--- config.mk ---
export PLATFORM = sky130hd
export DESIGN_NAME = eth_rx_desc_status
export DESIGN_NICKNAME = d
export VERILOG_FILES = /design/src/rtl/eth_rxd_pkg.sv /design/src/rtl/rxd_frame_tracker.sv /design/src/rtl/rxd_status_pack.sv /design/src/rtl/rxd_desc_reg.sv /design/src/rtl/eth_rx_desc_status.sv
export SDC_FILE = /design/constraint.sdc
export NUM_CORES = 1
export LEC_CHECK = 0
export BUFFER_PORTS_ARGS = -buffer_cell sky130_fd_sc_hd__buf_4
export CORE_MARGIN = 5
export CORE_UTILIZATION = 55
export DETAILED_ROUTE_END_ITERATION = 12
export PLACE_DENSITY = 0.81
export SKIP_CTS_REPAIR_TIMING = 1
export SYNTH_ARGS = -nofsm -noshare
export SYNTH_HDL_FRONTEND = slang
export SYNTH_SLANG_ARGS = --single-unit
--- constraint.sdc ---
create_clock -name clk -period 6.8 [get_ports clk]
set_input_delay 0.68 -clock clk [delete_from_list [all_inputs] [get_ports clk]]
set_output_delay 0.68 -clock clk [all_outputs]
set_load 0.02 [all_outputs]
--- src/rtl/eth_rxd_pkg.sv ---
package eth_rxd_pkg;

  typedef struct packed {
    logic last;
    logic first;
    logic miss;
    logic len_viol;
    logic non_oct;
    logic short_f;
    logic crc_err;
    logic ovr;
    logic col;
  } rxd_flags_t;

  // MSB-first numbering: document bit n lands at vector index 15-n.
  function automatic logic [15:0] pack_status(rxd_flags_t f);
    logic [15:0] w;
    w       = '0;
    w[11]   = f.last;
    w[10]   = f.first;
    w[8]    = f.miss;
    w[5]    = f.len_viol;
    w[4]    = f.non_oct;
    w[3]    = f.short_f;
    w[2]    = f.crc_err;
    w[1]    = f.ovr;
    w[0]    = f.col;
    return w;
  endfunction

endpackage

--- src/rtl/rxd_frame_tracker.sv ---
module rxd_frame_tracker
  import eth_rxd_pkg::*;
#(
  parameter int LEN_W     = 16,
  parameter int BUF_BYTES = 64
) (
  input  logic             clk,
  input  logic             rst_n,
  input  logic             in_valid,
  input  logic             in_ready,
  input  logic             in_sof,
  input  logic             in_eof,
  input  logic             in_ovr,
  input  logic             in_col,
  input  logic [2:0]       in_resid,
  input  logic             in_crc_ok,
  input  logic             in_addr_hit,
  input  logic             cfg_promisc,
  input  logic             cfg_short_rpt,
  input  logic [LEN_W-1:0] cfg_min_len,
  input  logic [LEN_W-1:0] cfg_max_len,
  input  logic [LEN_W-1:0] cfg_late_win,
  output logic             emit,
  output rxd_flags_t       emit_flags,
  output logic [LEN_W-1:0] emit_len
);
  localparam int               BUF_W    = $clog2(BUF_BYTES + 1);
  localparam logic [BUF_W-1:0] BUF_FULL = BUF_W'(BUF_BYTES);
  localparam logic [LEN_W-1:0] BUF_LEN  = LEN_W'(BUF_BYTES);

  logic             active_q, first_q, miss_q, trunc_q;
  logic [LEN_W-1:0] cnt_q;
  logic [BUF_W-1:0] buf_q;

  logic             active_d, first_d, miss_d, trunc_d;
  logic [LEN_W-1:0] cnt_d;
  logic [BUF_W-1:0] buf_d;

  logic             fire, abort, accept, take, room, late;
  logic             cur_first, cur_miss, cur_trunc, non_oct;
  logic [LEN_W-1:0] cur_cnt, new_cnt;
  logic [BUF_W-1:0] cur_buf, new_buf;

  assign fire    = in_valid & in_ready;
  assign abort   = in_ovr | in_col;
  assign accept  = in_addr_hit | cfg_promisc;
  assign take    = in_sof ? accept : active_q;
  assign late    = cnt_q >= cfg_late_win;
  assign non_oct = in_resid != 3'd0;

  // A start-of-frame beat begins from a clean frame context.
  assign cur_cnt   = in_sof ? '0 : cnt_q;
  assign cur_buf   = in_sof ? '0 : buf_q;
  assign cur_first = in_sof ? 1'b1 : first_q;
  assign cur_miss  = in_sof ? ~in_addr_hit : miss_q;
  assign cur_trunc = in_sof ? 1'b0 : trunc_q;

  assign room    = cur_cnt < cfg_max_len;
  assign new_cnt = room ? cur_cnt + LEN_W'(1) : cur_cnt;
  assign new_buf = room ? cur_buf + BUF_W'(1) : cur_buf;

  always_comb begin
    active_d   = active_q;
    first_d    = first_q;
    miss_d     = miss_q;
    trunc_d    = trunc_q;
    cnt_d      = cnt_q;
    buf_d      = buf_q;
    emit       = 1'b0;
    emit_flags = '0;
    emit_len   = '0;
    if (fire) begin
      if (abort) begin
        if (active_q) begin
          active_d = 1'b0;
          if (in_ovr) begin
            emit             = 1'b1;
            emit_flags.last  = 1'b1;
            emit_flags.first = first_q;
            emit_flags.miss  = miss_q;
            emit_flags.ovr   = 1'b1;
            emit_len         = cnt_q;
          end else if (late || cfg_short_rpt) begin
            emit             = 1'b1;
            emit_flags.last  = 1'b1;
            emit_flags.first = first_q;
            emit_flags.miss  = miss_q;
            emit_flags.col   = 1'b1;
            emit_len         = cnt_q;
          end
        end
      end else if (take) begin
        active_d = 1'b1;
        first_d  = cur_first;
        miss_d   = cur_miss;
        trunc_d  = cur_trunc | ~room;
        cnt_d    = new_cnt;
        buf_d    = new_buf;
        if (in_eof) begin
          active_d            = 1'b0;
          emit                = 1'b1;
          emit_flags.last     = 1'b1;
          emit_flags.first    = cur_first;
          emit_flags.miss     = cur_miss;
          emit_flags.len_viol = cur_trunc | ~room;
          emit_flags.non_oct  = non_oct;
          emit_flags.crc_err  = non_oct | ~in_crc_ok;
          emit_flags.short_f  = cfg_short_rpt & (new_cnt < cfg_min_len);
          emit_len            = new_cnt;
        end else if (new_buf == BUF_FULL) begin
          emit             = 1'b1;
          emit_flags.first = cur_first;
          emit_len         = BUF_LEN;
          first_d          = 1'b0;
          buf_d            = '0;
        end
      end else if (in_sof) begin
        active_d = 1'b0;
      end
    end
  end

  always_ff @(posedge clk) begin
    if (!rst_n) begin
      active_q <= 1'b0;
      first_q  <= 1'b0;
      miss_q   <= 1'b0;
      trunc_q  <= 1'b0;
      cnt_q    <= '0;
      buf_q    <= '0;
    end else begin
      active_q <= active_d;
      first_q  <= first_d;
      miss_q   <= miss_d;
      trunc_q  <= trunc_d;
      cnt_q    <= cnt_d;
      buf_q    <= buf_d;
    end
  end

endmodule

--- src/rtl/rxd_status_pack.sv ---
module rxd_status_pack
  import eth_rxd_pkg::*;
(
  input  rxd_flags_t  flags,
  output logic [15:0] status
);
  assign status = pack_status(flags);
endmodule

--- src/rtl/rxd_desc_reg.sv ---
module rxd_desc_reg #(
  parameter int LEN_W = 16
) (
  input  logic             clk,
  input  logic             rst_n,
  input  logic             load,
  input  logic [15:0]      load_status,
  input  logic [LEN_W-1:0] load_len,
  input  logic             ds_ready,
  output logic             ds_valid,
  output logic [15:0]      ds_status,
  output logic [LEN_W-1:0] ds_len
);
  always_ff @(posedge clk) begin
    if (!rst_n) begin
      ds_valid  <= 1'b0;
      ds_status <= '0;
      ds_len    <= '0;
    end else if (load) begin
      ds_valid  <= 1'b1;
      ds_status <= load_status;
      ds_len    <= load_len;
    end else if (ds_ready) begin
      ds_valid  <= 1'b0;
    end
  end
endmodule

--- src/rtl/eth_rx_desc_status.sv ---
module eth_rx_desc_status
  import eth_rxd_pkg::*;
#(
  parameter int LEN_W     = 16,
  parameter int BUF_BYTES = 64
) (
  input  logic             clk,
  input  logic             rst_n,
  input  logic             in_valid,
  output logic             in_ready,
  input  logic             in_sof,
  input  logic             in_eof,
  input  logic             in_ovr,
  input  logic             in_col,
  input  logic [2:0]       in_resid,
  input  logic             in_crc_ok,
  input  logic             in_addr_hit,
  input  logic             cfg_promisc,
  input  logic             cfg_short_rpt,
  input  logic [LEN_W-1:0] cfg_min_len,
  input  logic [LEN_W-1:0] cfg_max_len,
  input  logic [LEN_W-1:0] cfg_late_win,
  output logic             ds_valid,
  input  logic             ds_ready,
  output logic [15:0]      ds_status,
  output logic [LEN_W-1:0] ds_len
);
  logic             emit;
  rxd_flags_t       emit_flags;
  logic [LEN_W-1:0] emit_len;
  logic [15:0]      emit_status;

  assign in_ready = ~ds_valid | ds_ready;

  rxd_frame_tracker #(.LEN_W(LEN_W), .BUF_BYTES(BUF_BYTES)) u_track (
    .clk(clk), .rst_n(rst_n),
    .in_valid(in_valid), .in_ready(in_ready),
    .in_sof(in_sof), .in_eof(in_eof), .in_ovr(in_ovr), .in_col(in_col),
    .in_resid(in_resid), .in_crc_ok(in_crc_ok), .in_addr_hit(in_addr_hit),
    .cfg_promisc(cfg_promisc), .cfg_short_rpt(cfg_short_rpt),
    .cfg_min_len(cfg_min_len), .cfg_max_len(cfg_max_len),
    .cfg_late_win(cfg_late_win),
    .emit(emit), .emit_flags(emit_flags), .emit_len(emit_len)
  );

  rxd_status_pack u_pack (
    .flags(emit_flags),
    .status(emit_status)
  );

  rxd_desc_reg #(.LEN_W(LEN_W)) u_out (
    .clk(clk), .rst_n(rst_n),
    .load(emit), .load_status(emit_status), .load_len(emit_len),
    .ds_ready(ds_ready),
    .ds_valid(ds_valid), .ds_status(ds_status), .ds_len(ds_len)
  );

endmodule

After elaboration in Yosys (flattened, before gate mapping)
Cells that the tools add are included.
{"block": "word_totals", "ff_bits": 53, "input_bits": 63, "out_inout_bits": 34, "wordCells": 82}
{"block": "op_classes", "n_addsub": 2, "order_cmp": 3, "eq_ne": 1, "n_mux": 49, "n_bitwise": 12, "n_reduce_logical": 6}
{"cell": "16-bit 2-to-1 mux", "n": 9}
{"cell": "7-bit 2-to-1 mux", "n": 6}
{"cell": "16-bit < comparator", "n": 2}
{"cell": "1-bit 2-to-1 mux", "n": 25}
{"cell": "16-bit by 1-bit adder with 16-bit output, second input constant", "n": 1}
{"cell": "16-bit >= comparator", "n": 1}
{"cell": "3-bit 2-to-1 mux", "n": 4}
{"cell": "9-bit 2-to-1 mux", "n": 1}
{"cell": "7-bit by 1-bit adder with 7-bit output, second input constant", "n": 1}
{"cell": "7-bit equality test, second input constant", "n": 1}
{"cell": "3-bit nonzero test", "n": 2}
{"cell": "5-bit 2-to-1 mux", "n": 1}
{"cell": "1-bit inverter", "n": 5}
{"cell": "1-bit bitwise OR", "n": 5}
{"cell": "2-bit 2-to-1 mux", "n": 2}
{"cell": "4-bit 2-to-1 mux", "n": 1}
{"cell": "3-bit AND reduction", "n": 1}
{"cell": "1-bit bitwise AND", "n": 2}
{"cell": "2-bit AND reduction", "n": 1}
{"cell": "2-bit nonzero test", "n": 1}
{"cell": "1-bit logical OR", "n": 1}

Depth between registers and ports, before layout
{"block": "logic_depth", "word_depth": 10, "mapped_depth": 22, "mapped_depth_nobuf": 18}

Modules after synthesis
From an unflattened synthesis, not the netlist that was laid out.
{"block": "hier_totals", "cells_unflattened": 608, "area_unflattened_um2": 4759.6}
{"mod": "rxd_frame_tracker", "instances": 1, "cells_per_inst": 484, "area_each_um2": 3352.0, "seq_area_each_um2": 540.5}
{"mod": "rxd_desc_reg", "instances": 1, "cells_per_inst": 106, "area_each_um2": 1277.5, "seq_area_each_um2": 660.6}
{"mod": "rxd_status_pack", "instances": 1, "cells_per_inst": 17, "area_each_um2": 123.9, "seq_area_each_um2": 0.0}
{"mod": "eth_rx_desc_status", "instances": 1, "cells_per_inst": 1, "area_each_um2": 6.3, "seq_area_each_um2": 0.0}

Worst setup path after synthesis
Ideal clock, no wire load.
{"block": "synth_timing", "path_kind": "input to register", "from": "input port in_sof", "to": "register u_out.ds_status[3]", "setup_time_ps": 72, "t_arrival_ps": 4752, "required_time_ps": 6728, "slack_ps": 1977, "cell_stages": 19, "n_path_buf": 5, "path_cell_list": "buf_2 buf_1 clkbuf_1 clkbuf_1 nor2b_1 ha_1 and4_1 nand4_1 o31ai_2 clkbuf_1 nor3_1 xor2_1 ha_1 a21o_1 a21o_1 a211oi_1 o2111ai_1 a41o_1 mux2i_1"}
{"block": "synth_via", "elab_chain_cells": 9, "word_cells_on_any_way": 20, "cone_classes": "2 x add/sub; 2 x order compare; 1 x eq/ne; 14 x mux; 1 x bitwise"}
{"element": "start, declared", "line_no": "eth_rx_desc_status.sv:11", "text": "input logic in_sof,"}
{"element": "16-bit 2-to-1 mux (*)", "line_no": "rxd_frame_tracker.sv:52", "text": "assign cur_cnt = in_sof ? '0 : cnt_q;"}
{"element": "16-bit by 1-bit adder with 16-bit output / 16-bit < comparator (equally long branches)", "line_no": "rxd_frame_tracker.sv:59, rxd_frame_tracker.sv:58"}
{"element": "16-bit 2-to-1 mux (*)", "line_no": "rxd_frame_tracker.sv:59", "text": "assign new_cnt = room ? cur_cnt + LEN_W'(1) : cur_cnt;"}
{"element": "net u_track.new_cnt[9]", "line_no": "rxd_frame_tracker.sv:41", "text": "logic [LEN_W-1:0] cur_cnt, new_cnt;"}
{"element": "16-bit < comparator (*)", "line_no": "rxd_frame_tracker.sv:108", "text": "emit_flags.short_f = cfg_short_rpt & (new_cnt < cfg_min_len);"}
{"element": "1-bit bitwise AND (*)", "line_no": "rxd_frame_tracker.sv:108"}
{"element": "5-bit 2-to-1 mux (*)", "line_no": "rxd_frame_tracker.sv:99", "text": "if (in_eof) begin"}
{"element": "7-bit 2-to-1 mux (*)", "line_no": "rxd_frame_tracker.sv:92", "text": "end else if (take) begin"}
{"element": "4-bit 2-to-1 mux (*)", "line_no": "rxd_frame_tracker.sv:73", "text": "if (abort) begin"}
{"element": "9-bit 2-to-1 mux (*)", "line_no": "rxd_frame_tracker.sv:72", "text": "if (fire) begin"}
{"element": "end signal, assigned", "line_no": "rxd_desc_reg.sv:21", "text": "ds_status <= load_status;"}
{"element": "end, declared", "line_no": "rxd_desc_reg.sv:11", "text": "output logic [15:0] ds_status,"}
The timed path passes the listed nets; every way through them passes the cells marked *.
A chain may end at the register's enable or synchronous reset.

Worst setup path after layout
Ends and elaborated chain as after synthesis.

==> metrics.csv <==
metric,value,unit
avgSynthCellArea,7.563,um^2
antenna_found_initial,0,
powerDensity,132.0,nW/um^2
ant_nets,0,
synth-xor-area-share,3.761,%
place_congestion,1.032,
cts_buffers,5,
drcViolationCount,0,
yosys_warnings,0,
yosysSeqAreaShare,23.98,%
dieArea,9938,um^2
worstMarginPinSlew,0.9320,ns
start_util,56.96,%
ir_worst_vdd,0.09565,mV
nFillCells,676,
die_h,99.69,um
cts_tree,done,
netlist_instances,585,
ctsLongestPathBuffers,2,
syn_to_final_growth,17.59,%
die_width,99.69,um
reg2regPathDepth,17,
path_class,in2reg,
worst_ep_arrival_time,5.06,ns
setup_viol,0,
final_nets,764,
drv_cap,0,
slew_viol_final,0,
rsz0062_at_grt,false,
layout-drive-gt1-share,17.56,%
cts.clk_slew.worst_paths,0.10,ns
async_flop_share,0,%
run_status,completed,
vias_per_cell,5.951,
synth_edf_count,0,
rows,32,
drt-total-wl,14230,um
synth-compound-area-share,19.37,%
whs_path_depth,2,
overflow,0,
dr.pass1.iters,5,
critical_path_required,7.05,ns
critical_path_peak_fanout,48,
grt_pass1_vias,4425,
ys_ff_latch,53,
core-area,7767,um^2
ys_types,66,
num_io_pins,97,
report.power.total,0.0006865,W
synthSimpleGateAreaFrac,25.82,%
grt_pass1_wl,22690,um
fmax,208.1,MHz
via_count,4505,
final_hold_viol_count,0,
grt_max_degree,49,
ys.flop_type,dfxtp_1,
synthAdderAreaFrac,13.29,%
wl_per_cell,18.79,um
cts-root-buf,clkbuf_8,
fin_crit,4.805,ns
hold_class,reg2reg,
portBuffers,89,
grt_usage,28.72,%
hpwl,11020,um
min_period_over_period,70.66,%
maxSlewHeadroom,37.87,%
startpoint_type,input pin,
tns,0,ns
clock_latency,0.32,ns
synth_top_family_by_area,simple AND/OR/NAND/NOR gates,
antennaDiodeCount,0,
end_kind,register,
cts.sinks,53,
p_leak,2.519,nW
h-tree-depth,2,
skew,0.009146,ns
synth.area.mux_share,5.232,%
drtIter0Drc,256,
netlist_area,4424,um^2
layer usage:
metal  global-route usage [%]  vias up  wire, um
li1                         -     2180         -
met1                    37.41     2094      5950
met2                    47.97      200      6874
met3                    5.259       31      1075
met4                    8.929        0       325
met5                        0        -         0
cells by family after synthesis:
family          after synthesis
fa+ha+maj                    47
other cells                   1
mux                          23
compound gates              122
xor+xnor                     19
flops                        53
buf+inv                      88
simple gates                232
per-stage QoR:
stage	hold slack [ns]	worst slack [ns]	utilization, %	area (um^2)	std cells
global route	0.4904	1.714	66.98	5202	757
global placement	0.4478	1.854	65.53	5090	749
floorplan	0.4748	1.977	-	4447	591
finish	0.4674	1.995	66.98	5202	757
detailed placement	0.4526	1.693	65.53	5090	749
CTS	0.4694	2.025	66.98	5202	757
cells in the final DEF (no fill, tap or decap), types with 6 or more instances in the layout:
cell      instances
and2_1            9
a211oi_1         11
nand3_1          14
nor2b_1          16
buf_4            92
a21o_1            8
a22oi_1           6
nand2b_1          7
xnor2_1          15
nor4_1            7
conb_1            7
or3_1             7
mux2i_1          22
o21ai_0          31
nor2_1           53
nand2_1          66
a21oi_1          25
nand4_1           9
ha_1             47
dfxtp_1          53
nor3_1           22
inv_1            52
cells in the mapped netlist (all sizes together), types with 6 or more instances:
cell    count  share of area, %
inv        52               4.4
clkbuf     23               2.0
nand2b      7              0.99
o21ai      31               3.5
a211oi     11               1.9
nor2b      18               2.8
nand4       9               1.3
a21oi      26               2.9
nand2      66               5.6
or3         8               1.2
xnor2      15               3.0
and2        9               1.3
nor2       53               4.5
mux2i      22               5.0
nor3       22               2.5
buf        13               2.1
dfxtp      53                24
nor4        7              0.99
nand3      14               1.6
ha         47                13
a22oi       6               1.0
a21o        8               1.4
report_power, final:
group          internal, W  switching (W)
Sequential        0.000316     0.00000746
Clock             0.000111       0.000116
Combinational    0.0000594      0.0000764
Total             0.000486       0.000200
final cells by class:
| cell class | count | area [um^2] | share of cell area [%] |
|---|---|---|---|
| Multi-Input combinational cell | 450 | 3015 | 57.96 |
| Sequential cell | 53 | 1061 | 20.39 |
| Timing Repair Buffer | 92 | 690.7 | 13.28 |
| Inverter | 52 | 195.2 | 3.752 |
| Tap cell | 102 | 127.6 | 2.453 |
| Clock buffer | 5 | 68.82 | 1.323 |
| Clock inverter | 3 | 43.79 | 0.8418 |
critical path, stage by stage:
cell and delay [ns]:
buf_4 0.41, nor2b_1 0.21, ha_1 0.33, and2_1 0.18, a221o_1 0.31, a221oi_2 0.32
o31a_1 0.66, nand4_1 0.20, xnor2_1 0.24, ha_1 0.23, a21o_1 0.17, a21o_1 0.16
a21oi_1 0.15, nor2_1 0.06, a211oi_1 0.25, o2111ai_1 0.14, a41o_1 0.25, mux2i_1 0.11
final timing paths:
kind | from | end | slack, ns
setup / recovery | in_sof | u_out.ds_status[3] | 2.00
hold / removal | u_out.ds_status[0] | u_out.ds_status[0] | 0.47
setup reg to reg | u_track.cnt_q[11] | u_out.ds_status[3] | 2.14
hold reg to reg | u_out.ds_status[0] | u_out.ds_status[0] | 0.47
state kept, by name (all words and copies together) (netlist names):
name and flops:
u_track.buf_q 7, u_out.ds_valid 1, u_track.first_q 1, u_track.miss_q 1, u_track.cnt_q 16, u_track.active_q 1, u_out.ds_len 16, u_out.ds_status 9
u_track.trunc_q 1
Power figures use the tool's default switching activity.
